[src/rtl/bridge_mabort_resp.sv]
module bridge_mabort_resp #(
  parameter int DATA_W = 32
) (
  input  logic              clk,
  input  logic              rst_n,
  input  logic              mode_we,
  input  logic              mode_wdata,
  input  logic              cmd_serr_en,
  input  logic              abort_evt,
  input  logic              abort_side,
  input  logic              is_write,
  input  logic              posted_done,
  output logic              mode_bit,
  output logic              ones_rtn,
  output logic [DATA_W-1:0] rd_data,
  output logic              tgt_abort,
  output logic              sys_err,
  output logic              wr_discard,
  output logic              resp_side
);

  localparam logic [DATA_W-1:0] ALL_ONES = {DATA_W{1'b1}};

  logic mode_q;
  logic outstanding;
  logic nx_ones, nx_tabort, nx_serr, nx_disc;

  assign outstanding = !is_write || !posted_done;

  assign nx_ones   = abort_evt && !mode_q && !is_write;
  assign nx_tabort = abort_evt &&  mode_q && outstanding;
  assign nx_serr   = abort_evt &&  mode_q && !outstanding && cmd_serr_en;
  assign nx_disc   = abort_evt &&  is_write && (!mode_q || !outstanding);

  always_ff @(posedge clk) begin
    if (!rst_n) begin
      mode_q     <= 1'b0;
      ones_rtn   <= 1'b0;
      tgt_abort  <= 1'b0;
      sys_err    <= 1'b0;
      wr_discard <= 1'b0;
      resp_side  <= 1'b0;
    end else begin
      if (mode_we) mode_q <= mode_wdata;
      ones_rtn   <= nx_ones;
      tgt_abort  <= nx_tabort;
      sys_err    <= nx_serr;
      wr_discard <= nx_disc;
      resp_side  <= abort_evt && abort_side;
    end
  end

  assign mode_bit = mode_q;
  assign rd_data  = ones_rtn ? ALL_ONES : '0;

endmodule

[config.mk]
export PLATFORM = sky130hd
export DESIGN_NAME = bridge_mabort_resp
export DESIGN_NICKNAME = d
export VERILOG_FILES = /design/src/rtl/bridge_mabort_resp.sv
export SDC_FILE = /design/constraint.sdc
export NUM_CORES = 1
export LEC_CHECK = 0
export ABC_AREA = 0
export CAP_MARGIN = 10
export CELL_PAD_IN_SITES_DETAIL_PLACEMENT = 1
export CELL_PAD_IN_SITES_GLOBAL_PLACEMENT = 2
export CORE_ASPECT_RATIO = 1.5
export CORE_UTILIZATION = 13
export DETAILED_ROUTE_END_ITERATION = 16
export PLACE_DENSITY_LB_ADDON = 0.1
export SYNTH_ARGS = -nofsm -noshare
export SYNTH_HDL_FRONTEND = slang
export SYNTH_SLANG_ARGS = --single-unit
[constraint.sdc]
create_clock -name clk -period 1.8 [get_ports clk]
set_input_delay 0.18 -clock clk [delete_from_list [all_inputs] [get_ports clk]]
set_output_delay 0.18 -clock clk [all_outputs]
set_load 0.02 [all_outputs]
==> metrics.log <==
[metrics] required time of the critical path: 1.62 ns
[metrics] met2 track demand over resource in global routing: 12.0%
[metrics] critical path startpoint: ones_rtn
[metrics] Max-Slew Margin vs Limit: 81.8%
[metrics] number of maximum-capacitance constraint violations: 0
[metrics] Hold/Removal Path Class: primary input to flop
[metrics] die area: 3550 um2
[metrics] Num CTS Buffers: 3
[metrics] number of global-route vias before repair: 333
[metrics] slew at the pin with the worst max-slew slack: 0.273 ns
[metrics] share of final-layout standard cells stronger than drive strength 1: 8.82%
[metrics] DRC violations left: 0
[metrics] pin count of the biggest net entering global routing: 34
[metrics] WHS Path Cells: 3
[metrics] First DRT Iteration DRCs: 4
[metrics] met3 demand-to-capacity share in global routing: 1.89%
[metrics] RR Startpoint: mode_bit
[metrics] number of hold-slack violations in the final timing report: 0
[metrics] Leakage: 0.270 nW
[metrics] YS warnings: 0
[metrics] number of gates resized after CTS: 0
[metrics] H-tree levels: 1
[metrics] number of non-filler instances in the completed layout: 108
[metrics] synthesized instance count: 50
[metrics] WHS Endpoint: sys_err
[metrics] data arrival at the endpoint of the critical path: 1.46 ns
[metrics] Max Clock Freq: 608 MHz
[metrics] shortest period the worst path allows: 1.64 ns
[metrics] unrepaired setup endpoints after global routing: false
[metrics] Layout area overhead: 74.1%
[metrics] netlist area before placement: 430 um2
[metrics] Peak VDD IR: 0.260 mV
[metrics] count of state elements after synthesis: 6
[metrics] Die Span X: 49.0 um
[metrics] I/O pin count: 47
[metrics] Yosys cell types: 12
[metrics] First-pass DRT Iterations: 2
[metrics] met1 Resource Use GR: 3.76%
[metrics] crit path capture type: output port
[metrics] initial antenna violation count: 0
[metrics] vertical die dimension: 72.5 um
[metrics] number of setup violations in the final report: 0
[metrics] run status: complete, no violations
[metrics] kind of cell with the highest combined delay on the critical path: buffers and inverters
[metrics] most congested layer reported by global routing: met2
[metrics] number of buffer and inverter instances along the worst setup path: 2
[metrics] initial core utilization: 13.6%
[metrics] count of vias placed by the detailed router: 356
[metrics] sequential cell area fraction in the yosys report: 27.9%
[metrics] stage delay of the slowest cell on the critical path: 0.67 ns
[metrics] Sinks on Clock Net: 6
[metrics] FF-to-FF path depth: 2
[metrics] std cell rows: 25
[metrics] net count after synthesis: 59
[metrics] TritonCTS clock tree: done
[metrics] Clock Latency Late Sink: 0.22 ns
[metrics] Port-buffer cells: 46
[metrics] placed wire-length estimate after detailed placement: 805 um
[metrics] clock skew after layout: 0.000720 ns
[metrics] total wire length after detailed routing: 983 um
[metrics] final count of pins violating max slew: 0
[metrics] maximum buffer depth of the clock tree: 2
[metrics] total setup buffers inserted after CTS: 0
[metrics] global-route wire length before repair: 1.49 mm
[metrics] hold-fix buffers at CTS: 0
[metrics] crit-path max FO: 33
[metrics] power per cell area: 641 nW/um2
[metrics] Core Box Area: 3160 um2
[metrics] Avg Synthesized Cell Area: 8.61 um2
[metrics] kind of start point of the critical path: flop
[metrics] count of nets left with antenna violations after detail routing: 0
[metrics] worst r2r dst: tgt_abort
[metrics] slowest library cell on the worst path: sky130_fd_sc_hd__clkdlybuf4s50_1
[metrics] Tot GR Track Use: 5.88%
[metrics] overall overflow remaining after global route: 0
[metrics] Clk Tree Root Cell: sky130_fd_sc_hd__clkbuf_8
[metrics] final sum of negative setup slack: 0 ns
[metrics] crit share post-route: 91.3%
[metrics] nets@finish: 79
[metrics] critical path class: flop to output port
[metrics] wire per inst: 9.10 um
[metrics] Placer Congestion: 0.510
[metrics] antenna diode instance count: 0
[metrics] launch point of the worst hold path: cmd_serr_en
[metrics] total instance count after detailed placement: 105
[metrics] via-per-instance ratio: 3.30
[metrics] critical path depth in cells: 2
[metrics] Reg clk slew, reported paths: 0.03 ns
[metrics] worst-path cell chain: buf_4 > clkdlybuf4s50_1
[metrics] flop-to-flop setup slack: 1.08 ns
## synth_stat cells
| cell type | number | area share [%] |
|---|---|---|
| sky130_fd_sc_hd__nand2_1 | 1 | 0.87 |
| sky130_fd_sc_hd__nor2b_1 | 1 | 1.5 |
| sky130_fd_sc_hd__nor2_1 | 1 | 0.87 |
| sky130_fd_sc_hd__buf_4 | 32 | 56 |
| sky130_fd_sc_hd__nand3_2 | 1 | 2.3 |
| sky130_fd_sc_hd__dfxtp_1 | 6 | 28 |
| sky130_fd_sc_hd__mux2i_1 | 1 | 2.3 |
| sky130_fd_sc_hd__and3_2 | 1 | 1.7 |
| sky130_fd_sc_hd__nand3_1 | 2 | 2.3 |
| sky130_fd_sc_hd__inv_1 | 1 | 0.87 |
| sky130_fd_sc_hd__a21oi_1 | 2 | 2.3 |
| sky130_fd_sc_hd__nor3_1 | 1 | 1.2 |
## cells in the final DEF (no fill, tap or decap), drive strengths merged
cell type	synthesis	final
nor2b	1	1
nand2	1	1
nor2	1	1
clkbuf	0	3
dfxtp	6	6
inv	1	1
nand3	3	3
clkdlybuf4s50	0	46
a21oi	2	2
and3	1	1
buf	32	1
nor3	1	1
mux2i	1	1
## flip-flops by register name (all words and copies together), names as in the netlist
| name | flops |
|---|---|
| mode_bit | 1 |
| ones_rtn | 1 |
| resp_side | 1 |
| sys_err | 1 |
| tgt_abort | 1 |
| wr_discard | 1 |
## report_power, final
part / switching (mW) / internal [mW]
sequential: 0.00292 / 0.138
combinational: 0.0690 / 0.0730
clock: 0.0538 / 0.143
## routing by layer
layer	share of wire, %	routed length (um)	vias to the layer above
li1	-	-	162
met5	0	0	-
met1	26	259	158
met4	3.5	34	0
met3	10	103	5
met2	60	586	31
## how the worst max path moves through the flow
stage / end
after detailed placement: rd_data[12]
after global routing: rd_data[6]
final: rd_data[27]
after floorplan: rd_data[0]
after global placement: rd_data[8]
after CTS: rd_data[12]
## cell type report
cell class                 instances  area [um2]
inverter                           1        3.75
sequential                         6         120
timing repair buffer              47         468
fill                             380        2410
multi-input combinational         11        66.3
tap                               40        50.0
clock buffer                       3        41.3
## worst reg2reg max path: stages, from the launching register on
cell	delay (ns)
sky130_fd_sc_hd__dfxtp_1	0.42
sky130_fd_sc_hd__nand3_2	0.11
sky130_fd_sc_hd__a21oi_1	0.12
## cells by family (layout without fill, tap and decap cells)
kind of cell	after synthesis	after routing	share of synthesized area, %
AO/OA/AOI/OAI	2	2	2.33
buffers and inverters	33	51	56.7
flip-flops	6	6	27.9
multiplexers	1	1	2.33
AND/OR/NAND/NOR	8	8	10.8
## metrics by stage
stage	power, mW	setup WS (ns)	utilization, %	hold WS (ns)	area, um2
floorplan	0.238	0.430	-	0.256	430
global placement	0.288	0.364	22.4	0.533	708
detailed placement	0.288	0.353	22.4	0.531	708
CTS	0.488	0.119	23.7	0.502	749
global route	0.510	0.0704	23.7	0.525	749
finish	0.480	0.156	23.7	0.502	749
Note: power is estimated with default switching activity, not from simulation.
